[src/rtl/mvp_pkg.sv]
package mvp_pkg;
  typedef enum logic [1:0] {SLOT_FREE, SLOT_PEND, SLOT_SPEC, SLOT_DONE} slotSt_e;
  typedef enum logic {CTL_IDLE, CTL_CKWAIT} ctlSt_e;
  typedef struct packed {
    logic allocEn;
    logic tblWrEn;
  } dpStrobe_t;
endpackage

[src/rtl/mvp_datapath.sv]
module mvp_datapath #(
  parameter int ADDR_W = 32,
  parameter int DATA_W = 32,
  parameter int PC_W = 32,
  parameter int TBL_DEPTH = 64,
  parameter int MAX_OUT = 4,
  parameter int PC_LSB = 2,
  localparam int TAG_W = $clog2(MAX_OUT),
  localparam int IDX_W = $clog2(TBL_DEPTH)
) (
  input  logic                  clk,
  input  logic                  rstN,
  input  mvp_pkg::dpStrobe_t    strobe,
  input  logic [TAG_W-1:0]      allocSlot,
  input  logic [TAG_W-1:0]      tblSlot,
  input  logic [TAG_W-1:0]      rdSlot,
  input  logic [PC_W-1:0]       missPc,
  input  logic [ADDR_W-1:0]     missAddr,
  input  logic [ADDR_W-1:0]     fillAddr,
  input  logic [DATA_W-1:0]     fillData,
  output logic [DATA_W-1:0]     predValue,
  output logic [MAX_OUT-1:0]    addrHit,
  output logic [MAX_OUT-1:0]    dataEq,
  output logic [DATA_W-1:0]     rdValue
);
  logic [DATA_W-1:0] lvTable [TBL_DEPTH];
  logic [ADDR_W-1:0] slotAddr [MAX_OUT];
  logic [DATA_W-1:0] slotPred [MAX_OUT];
  logic [IDX_W-1:0]  slotIdx  [MAX_OUT];
  logic [IDX_W-1:0]  missIdx;

  assign missIdx   = missPc[PC_LSB +: IDX_W];
  assign predValue = lvTable[missIdx];
  assign rdValue   = slotPred[rdSlot];

  always_ff @(posedge clk) begin
    if (!rstN) begin
      for (int e = 0; e < TBL_DEPTH; e++) lvTable[e] <= '0;
    end else if (strobe.tblWrEn) begin
      lvTable[slotIdx[tblSlot]] <= fillData;
    end
  end

  generate
    for (genvar s = 0; s < MAX_OUT; s++) begin : gSlot
      always_ff @(posedge clk) begin
        if (!rstN) begin
          slotAddr[s] <= '0;
          slotPred[s] <= '0;
          slotIdx[s]  <= '0;
        end else if (strobe.allocEn && allocSlot == TAG_W'(s)) begin
          slotAddr[s] <= missAddr;
          slotPred[s] <= predValue;
          slotIdx[s]  <= missIdx;
        end
      end
      assign addrHit[s] = (slotAddr[s] == fillAddr);
      assign dataEq[s]  = (slotPred[s] == fillData);
    end
  endgenerate
endmodule

[src/rtl/mvp_control.sv]
module mvp_control #(
  parameter int MAX_OUT = 4,
  localparam int TAG_W = $clog2(MAX_OUT)
) (
  input  logic               clk,
  input  logic               rstN,
  input  logic               missValid,
  input  logic               robHeadValid,
  input  logic [TAG_W-1:0]   robHeadTag,
  input  logic               ckptAck,
  input  logic               fillValid,
  input  logic [MAX_OUT-1:0] addrHit,
  input  logic [MAX_OUT-1:0] dataEq,
  output mvp_pkg::dpStrobe_t strobe,
  output logic [TAG_W-1:0]   allocSlot,
  output logic [TAG_W-1:0]   tblSlot,
  output logic               predValid,
  output logic               missStall,
  output logic               ckptReq,
  output logic               retireValid,
  output logic [TAG_W-1:0]   retireTag,
  output logic               commitValid,
  output logic               rollbackValid
);
  import mvp_pkg::*;

  slotSt_e slotSt [MAX_OUT];
  slotSt_e nxtSt  [MAX_OUT];
  ctlSt_e  ctlSt, nxtCtl;
  logic    ckptHeld, nxtHeld;
  logic [TAG_W-1:0] waitTag, nxtWait;
  logic [MAX_OUT-1:0] hitVec;
  logic anyFree, badFill, anySpecNxt, retireNow, commitNow;
  logic [TAG_W-1:0] retTagNow;

  always_comb begin
    anyFree = 1'b0;
    allocSlot = '0;
    for (int s = MAX_OUT - 1; s >= 0; s--) begin
      if (slotSt[s] == SLOT_FREE) begin
        anyFree = 1'b1;
        allocSlot = TAG_W'(s);
      end
    end
  end

  always_comb begin
    tblSlot = '0;
    for (int s = MAX_OUT - 1; s >= 0; s--) begin
      hitVec[s] = fillValid && addrHit[s] &&
                  (slotSt[s] == SLOT_PEND || slotSt[s] == SLOT_SPEC);
      if (hitVec[s]) tblSlot = TAG_W'(s);
    end
    badFill = |(hitVec & ~dataEq);
  end

  assign predValid      = missValid && anyFree;
  assign missStall      = missValid && !anyFree;
  assign strobe.allocEn = predValid;
  assign strobe.tblWrEn = |hitVec;
  assign ckptReq        = (ctlSt == CTL_CKWAIT);

  always_comb begin
    nxtSt = slotSt;
    nxtCtl = ctlSt;
    nxtHeld = ckptHeld;
    nxtWait = waitTag;
    retireNow = 1'b0;
    retTagNow = '0;
    commitNow = 1'b0;
    anySpecNxt = 1'b0;
    // fill outcome
    for (int s = 0; s < MAX_OUT; s++) begin
      if (hitVec[s]) nxtSt[s] = (slotSt[s] == SLOT_SPEC) ? SLOT_FREE : SLOT_DONE;
    end
    // head of reorder buffer
    if (ctlSt == CTL_IDLE && robHeadValid) begin
      if (nxtSt[robHeadTag] == SLOT_DONE) begin
        nxtSt[robHeadTag] = SLOT_FREE;
        retireNow = 1'b1;
        retTagNow = robHeadTag;
      end else if (nxtSt[robHeadTag] == SLOT_PEND) begin
        if (ckptHeld) begin
          nxtSt[robHeadTag] = SLOT_SPEC;
          retireNow = 1'b1;
          retTagNow = robHeadTag;
        end else begin
          nxtCtl = CTL_CKWAIT;
          nxtWait = robHeadTag;
        end
      end
    end
    // checkpoint handshake
    if (ctlSt == CTL_CKWAIT && ckptAck) begin
      nxtCtl = CTL_IDLE;
      nxtHeld = 1'b1;
      retireNow = 1'b1;
      retTagNow = waitTag;
      nxtSt[waitTag] = (nxtSt[waitTag] == SLOT_DONE) ? SLOT_FREE : SLOT_SPEC;
    end
    // release of checkpoint
    for (int s = 0; s < MAX_OUT; s++) begin
      if (nxtSt[s] == SLOT_SPEC) anySpecNxt = 1'b1;
    end
    if (ckptHeld && !anySpecNxt && !badFill) begin
      commitNow = 1'b1;
      nxtHeld = 1'b0;
    end
    if (predValid) nxtSt[allocSlot] = SLOT_PEND;
    // mispredict clears everything
    if (badFill) begin
      for (int s = 0; s < MAX_OUT; s++) nxtSt[s] = SLOT_FREE;
      nxtCtl = CTL_IDLE;
      nxtHeld = 1'b0;
      retireNow = 1'b0;
    end
  end

  always_ff @(posedge clk) begin
    if (!rstN) begin
      for (int s = 0; s < MAX_OUT; s++) slotSt[s] <= SLOT_FREE;
      ctlSt <= CTL_IDLE;
      ckptHeld <= 1'b0;
      waitTag <= '0;
      retireValid <= 1'b0;
      retireTag <= '0;
      commitValid <= 1'b0;
      rollbackValid <= 1'b0;
    end else begin
      slotSt <= nxtSt;
      ctlSt <= nxtCtl;
      ckptHeld <= nxtHeld;
      waitTag <= nxtWait;
      retireValid <= retireNow;
      retireTag <= retTagNow;
      commitValid <= commitNow;
      rollbackValid <= badFill;
    end
  end
endmodule

[src/rtl/miss_value_spec.sv]
module miss_value_spec #(
  parameter int ADDR_W = 32,
  parameter int DATA_W = 32,
  parameter int PC_W = 32,
  parameter int TBL_DEPTH = 64,
  parameter int MAX_OUT = 4,
  parameter int PC_LSB = 2,
  localparam int TAG_W = $clog2(MAX_OUT)
) (
  input  logic              clk,
  input  logic              rstN,
  input  logic              missValid,
  input  logic [PC_W-1:0]   missPc,
  input  logic [ADDR_W-1:0] missAddr,
  output logic              predValid,
  output logic [DATA_W-1:0] predValue,
  output logic [TAG_W-1:0]  predTag,
  output logic              missStall,
  input  logic              robHeadValid,
  input  logic [TAG_W-1:0]  robHeadTag,
  output logic              ckptReq,
  input  logic              ckptAck,
  output logic              retireValid,
  output logic [TAG_W-1:0]  retireTag,
  output logic [DATA_W-1:0] retireValue,
  input  logic              fillValid,
  input  logic [ADDR_W-1:0] fillAddr,
  input  logic [DATA_W-1:0] fillData,
  output logic              commitValid,
  output logic              rollbackValid
);
  mvp_pkg::dpStrobe_t strobe;
  logic [TAG_W-1:0]   allocSlot, tblSlot;
  logic [MAX_OUT-1:0] addrHit, dataEq;

  assign predTag = allocSlot;

  mvp_control #(.MAX_OUT(MAX_OUT)) uCtl (
    .clk(clk), .rstN(rstN), .missValid(missValid),
    .robHeadValid(robHeadValid), .robHeadTag(robHeadTag), .ckptAck(ckptAck),
    .fillValid(fillValid), .addrHit(addrHit), .dataEq(dataEq),
    .strobe(strobe), .allocSlot(allocSlot), .tblSlot(tblSlot),
    .predValid(predValid), .missStall(missStall), .ckptReq(ckptReq),
    .retireValid(retireValid), .retireTag(retireTag),
    .commitValid(commitValid), .rollbackValid(rollbackValid)
  );

  mvp_datapath #(
    .ADDR_W(ADDR_W), .DATA_W(DATA_W), .PC_W(PC_W), .TBL_DEPTH(TBL_DEPTH),
    .MAX_OUT(MAX_OUT), .PC_LSB(PC_LSB)
  ) uDp (
    .clk(clk), .rstN(rstN), .strobe(strobe), .allocSlot(allocSlot),
    .tblSlot(tblSlot), .rdSlot(retireTag), .missPc(missPc), .missAddr(missAddr),
    .fillAddr(fillAddr), .fillData(fillData), .predValue(predValue),
    .addrHit(addrHit), .dataEq(dataEq), .rdValue(retireValue)
  );
endmodule

[config.mk]
export PLATFORM = sky130hd
export DESIGN_NAME = miss_value_spec
export DESIGN_NICKNAME = d
export VERILOG_FILES = /design/src/rtl/mvp_pkg.sv /design/src/rtl/mvp_datapath.sv /design/src/rtl/mvp_control.sv /design/src/rtl/miss_value_spec.sv
export SDC_FILE = /design/constraint.sdc
export NUM_CORES = 2
export LEC_CHECK = 0
export ABC_AREA = 0
export CAP_MARGIN = 20
export CORE_ASPECT_RATIO = 0.75
export CORE_MARGIN = 1.5
export CORE_UTILIZATION = 58
export DETAILED_ROUTE_END_ITERATION = 16
export DONT_BUFFER_PORTS = 1
export PLACE_DENSITY = 0.79
export RECOVER_POWER = 50
export REMOVE_ABC_BUFFERS = 1
export SYNTH_ARGS = -nofsm -noshare
export SYNTH_HDL_FRONTEND = slang
export SYNTH_SLANG_ARGS = --single-unit
[constraint.sdc]
create_clock -name clk -period 5.7 [get_ports clk]
set_input_delay 0.285 -clock clk [delete_from_list [all_inputs] [get_ports clk]]
set_output_delay 0.285 -clock clk [all_outputs]
set_load 0.01 [all_outputs]
Word level (Yosys, flattened, before mapping)
Memory sizes are Yosys's and may differ from the RTL's. A register that Yosys moved wholly into a read port is not among the register bits.
Cells that the tools add are included.

cells by class
  magnitude comparators = 6
  equal/unequal tests = 26
  mux-type cells = 87
  bitwise gates (word level) = 29
  reductions and logical operators = 40

operators with widths
  operator              count
  $mux W32              9
  $eq A32 B32 Y1        8
  $mux W2               30
  $mux W8               6
  $reduce_or A32 Y1     1
  $mux W1               31
  $mux W6               5
  $eq A2 B2 Y1 const B  12
  $logic_and A1 B1 Y1   21
  $and A4 B4 Y4         3
  $demux W2 S2          3
  $eq A2 B1 Y1 const B  6
  $not A4 Y4            3
  $or A1 B1 Y1          12
  $reduce_or A6 Y1      2
  $logic_not A2 Y1      5
  $ge A3 B3 Y1 const B  3
  $lt A3 B1 Y1 const B  3
  $not A2 Y3            3
  $and A8 B8 Y8         1
  $bmux W2 S2           2
  $bwmux W8             1
  $not A8 Y8            1
  $or A4 B4 Y4          2
  6 further kinds       15

storage, ports and cells
  register bits = 17
  memory bits (writable) = 2,328
  input bits = 136
  output and inout port bits = 74
  word-level logic and storage cells = 203
  memories = 4

memories
  memory        words  bits a word  rd ports  clocked after Yosys merged registers in  write ports  RTL line            source
  uDp.lvTable   64     32           1         0                                        64           mvp_datapath.sv:26  logic [DATA_W-1:0] lvTable [TBL_DEPTH];
  uDp.slotAddr  4      32           4         0                                        4            mvp_datapath.sv:27  logic [ADDR_W-1:0] slotAddr [MAX_OUT];
  uDp.slotPred  4      32           5         1                                        4            mvp_datapath.sv:28  logic [DATA_W-1:0] slotPred [MAX_OUT];
  uDp.slotIdx   4      6            1         0                                        4            mvp_datapath.sv:29  logic [IDX_W-1:0] slotIdx [MAX_OUT];

Logic depth before layout (Yosys ltp)
  depth in word-level cells = 27
  mapped depth = 17
  depth with buffers taken out = 12

Cells and area by module
From an unflattened synthesis, not the netlist that was laid out.

second synthesis, totals
  cells, all modules = 7,583
  area total of the unflattened synthesis = 108,993.3 µm²

by module, submodules not included
  module        instances  cells each  area an instance (µm²)  seq. area each (µm²)
  mvp_datapath  1          7,365       107,345.5               69,907.0
  mvp_control   1          218         1,647.8                 340.3

Least setup slack after synthesis
OpenSTA, ideal clock, no wires.

  kind = register -> register
  start point = mem uDp.slotAddr[3][7] (netlist: uDp.slotAddr[1][39])
  end point = mem uDp.lvTable[0][0] (enable)
  library setup time = 466 ps
  arrival = 5,824 ps
  data required time = 5,234 ps
  path slack = -590 ps
  stages on the path, launching flop included = 14
  buffers on the path = 3
  clock period less this slack = 6,290 ps
  cells stage by stage = edfxtp_1 xnor2_1 o221ai_1 or4_1 or4_1 buf_2 a221oi_2 buf_6 mux2i_1 mux2i_4 or3_1 or2_1 clkbuf_1 o21ai_0

RTL lines
  what         RTL line
  from (decl)  mvp_datapath.sv:27
  to (decl)    mvp_datapath.sv:26

Worst setup path after layout
  start point = in missPc[3]
  end point = out predValue[0]

on the way
  longest elaborated chain between the ends = 1

ends and longest elaborated chain
  what             RTL line               source
  from (decl)      miss_value_spec.sv:13  input logic [PC_W-1:0] missPc,
  $mem_v2 Z64 W32  -
  to (decl)        miss_value_spec.sv:16  output logic [DATA_W-1:0] predValue,

Every way passes these cells.

==> impl_metrics.ini <==
[timing]
setup_viol_count_final = 3
tightest_slew_ns = 3.64
fmax_mhz = 175
period_needed_ns = 5.72
tns_ns = -0.0263
skew_ns = 0.0594
min_period_over_period = 1.00
whs_ns = 0.0754
hold_viol = 0
worst_slack_ns = -0.0195
rsz0062_at_grt = true
slew_viol_final = 473
slew_headroom = -1.43

[finish]
layout.cells.non_filler = 9470
fill_cells = 12300
drive_above_1_share = 0.195
synthToLayoutAreaGrowth_pct = 11.6
layout.nets = 6916
finalInstanceArea_sq_mm = 0.121

[yosys]
synth.most_common_cell = edfxtp_1
yosys-top-cells-count = 2328 x edfxtp_1, 2216 x and2_1, 694 x mux4_2
yosysTopAreaCell = edfxtp_1
synth_cells = 6897
avgSynthCellArea_sq_um = 15.8
synth_top_cells_by_area = edfxtp_1 64%, mux4_2 14%, and2_1 13%, clkbuf_1 1.9%, xor2_1 1.0%
ys.flop_type = edfxtp_1
synth_edf_count = 2328
synth_top_area_frac = 0.643
yosysWarnings = 0
synth.distinct_cells = 66
synthArstFlopShare = 0
ys_ff_latch = 2345
syn-cell-area_sq_mm = 0.109
synth-seq-area-share = 0.646

[cts]
clock_path_buffers = 3
clkLatencyLatePin_ns = 0.85
clock_sinks = 2345
cts-root-buf = clkbuf_16
cts_buffers = 212
clk_pin_slew_ns = 0.07
htree_levels = 4
cts_tree = yes

[floorplanning]
rows = 137
dieArea_sq_mm = 0.190
io_pins = 210
core-area_sq_mm = 0.186
die_y_um = 378
start_util = 0.584
die_width_um = 503

[placement]
dp_hpwl_um = 174000
routabilityCongestion = 0.949
place_area_sq_mm = 0.113
placed_cells = 8911
buffer_ports.inserted = 0

[global_route]
grt_max_degree = 517
grt_pass1_wl_um = 449000
grt_pass1_vias = 61200
gr-usage-all-layers = 0.339
antenna_found_initial = 37
grt-ovfl-total = 0

[critical_path]
critPathRequiredTime_ns = 5.41
cp_max_fo = 195
crit_type = in2out
arrival_ns = 5.43
cp-end-kind = output port
cp-start-kind = input port
ff2ff_path_depth = 14

[pwr]
ir_drop_v = 0.000343
p_leak_uw = 0.0435
total_power_uw = 37000
power.density_mw_per_mm2 = 305

[drt]
routedWlPerCell_um = 33.9
drt-total-wl_um = 321000
drtIter0Drc = 11100
route.detailed.drc = 0
num_vias = 63100
ant_nets = 0
viasPerCell = 6.66
drtPass1Iterations = 8

[outcome]
violations = capacitance limit, slew limit, setup timing
outcome = complete, but fails checks

[worst_hold_path]
holdPathStages = 2
hold_path_class = in2reg

[run]
cap_violations = 10
[layer usage]
metal / track usage / vias up / wire [um]
met5: 0 / - / 202
met4: 0.125 / 26 / 12800
met3: 0.132 / 709 / 53600
met2: 0.486 / 5016 / 141000
met1: 0.471 / 32200 / 113000
li1: - / 25100 / -
[final timing paths]
kind / end / start / slack (ns)
min: uDp.lvTable[12][26] / rstN / 0.08
max: predValue[0] / missPc[3] / -0.02
max reg2reg: uDp.lvTable[0][7] / uDp.slotAddr[1][51] / 0.14
min reg2reg: uCtl.ckptHeld / uCtl.ckptHeld / 0.62
[sequential cells by signal, indices dropped and copies added, names as in the netlist, 2 cells and up]
signal	count
uDp.lvTable	2048
uDp.slotAddr	128
uDp.slotPred	128
uDp.slotIdx	24
uCtl.slotSt	8
retireTag	2
uCtl.waitTag	2
[cells in the final DEF, fill, tap and decap left out, types with 7 or more instances in the layout]
master,n
a21oi_1,24
and2_0,69
and2_1,2147
and3_1,84
buf_12,76
buf_16,42
buf_4,107
bufinv_16,16
clkbuf_1,60
clkbuf_16,213
clkinv_1,58
clkinv_2,33
dfxtp_1,17
diode_2,19
dlygate4sd3_1,109
edfxtp_1,2328
ha_1,8
inv_1,43
mux2_1,7
mux2i_1,32
mux4_2,694
nand2_1,34
nand2b_1,23
nand3_1,19
nand4_1,35
nor2_1,85
nor2_2,56
nor2_4,8
nor2b_1,30
nor3_1,16
nor4_1,45
o21ai_0,12
o21ai_4,64
or2_2,8
or3_1,10
xnor2_1,99
xor2_1,124
[layout make-up]
class / count / area [sq um] / area share
multi-input cells: 3824 / 36500 / 0.301
repair buffers: 346 / 4630 / 0.0382
diodes: 19 / 47.5 / 0.000392
inverters: 43 / 161 / 0.00133
well taps: 2502 / 3130 / 0.0258
clock inverters: 126 / 1140 / 0.00936
flip-flops and latches: 2345 / 70200 / 0.579
clock buffers: 265 / 5530 / 0.0455
[through the flow]
step	worst slack, ns	util
after global placement	0.504	0.605
after CTS	0.166	0.651
after global routing	-0.0321	0.652
final	-0.0195	0.652
after floorplan	-1.02	-
after detailed placement	0.472	0.605
[kinds of logic (layout without fill, tap and decap cells)]
group                      Yosys count  count (layout)  share of synthesized area
adders and majority gates            8               8                   0.000921
and+or+nand+nor                   2692            2692                      0.151
muxes                              742             742                      0.149
xor gates and xnor gates           223             223                     0.0180
other                                0              19                          0
DFF                               2345            2345                      0.646
AOI/OAI and AO/OA                  159             159                    0.00911
buffers and inverters              728             780                     0.0260
[worst max-delay path, stage by stage]
cell,delay (ns)
buf_16,0.56
buf_16,0.72
buf_16,0.73
mux4_2,0.44
mux4_2,0.57
mux2_2,0.39
a21oi_1,0.73
inv_1,0.42
[power breakdown]
group          internal [uW]  total, uW  switching [uW]
clock                   7610      14100            6490
combinational           1150       3120            1980
sequential             19500      19800             224
[timing repair]
item	4_1_cts	5_1_grt
resized for setup	0	3
hold buffers	142	1
endpoints found under the hold margin	2338	21
buffers inserted	0	0
endpoints found under the setup margin	0	3
Note: power is estimated with default switching activity, not from simulation.
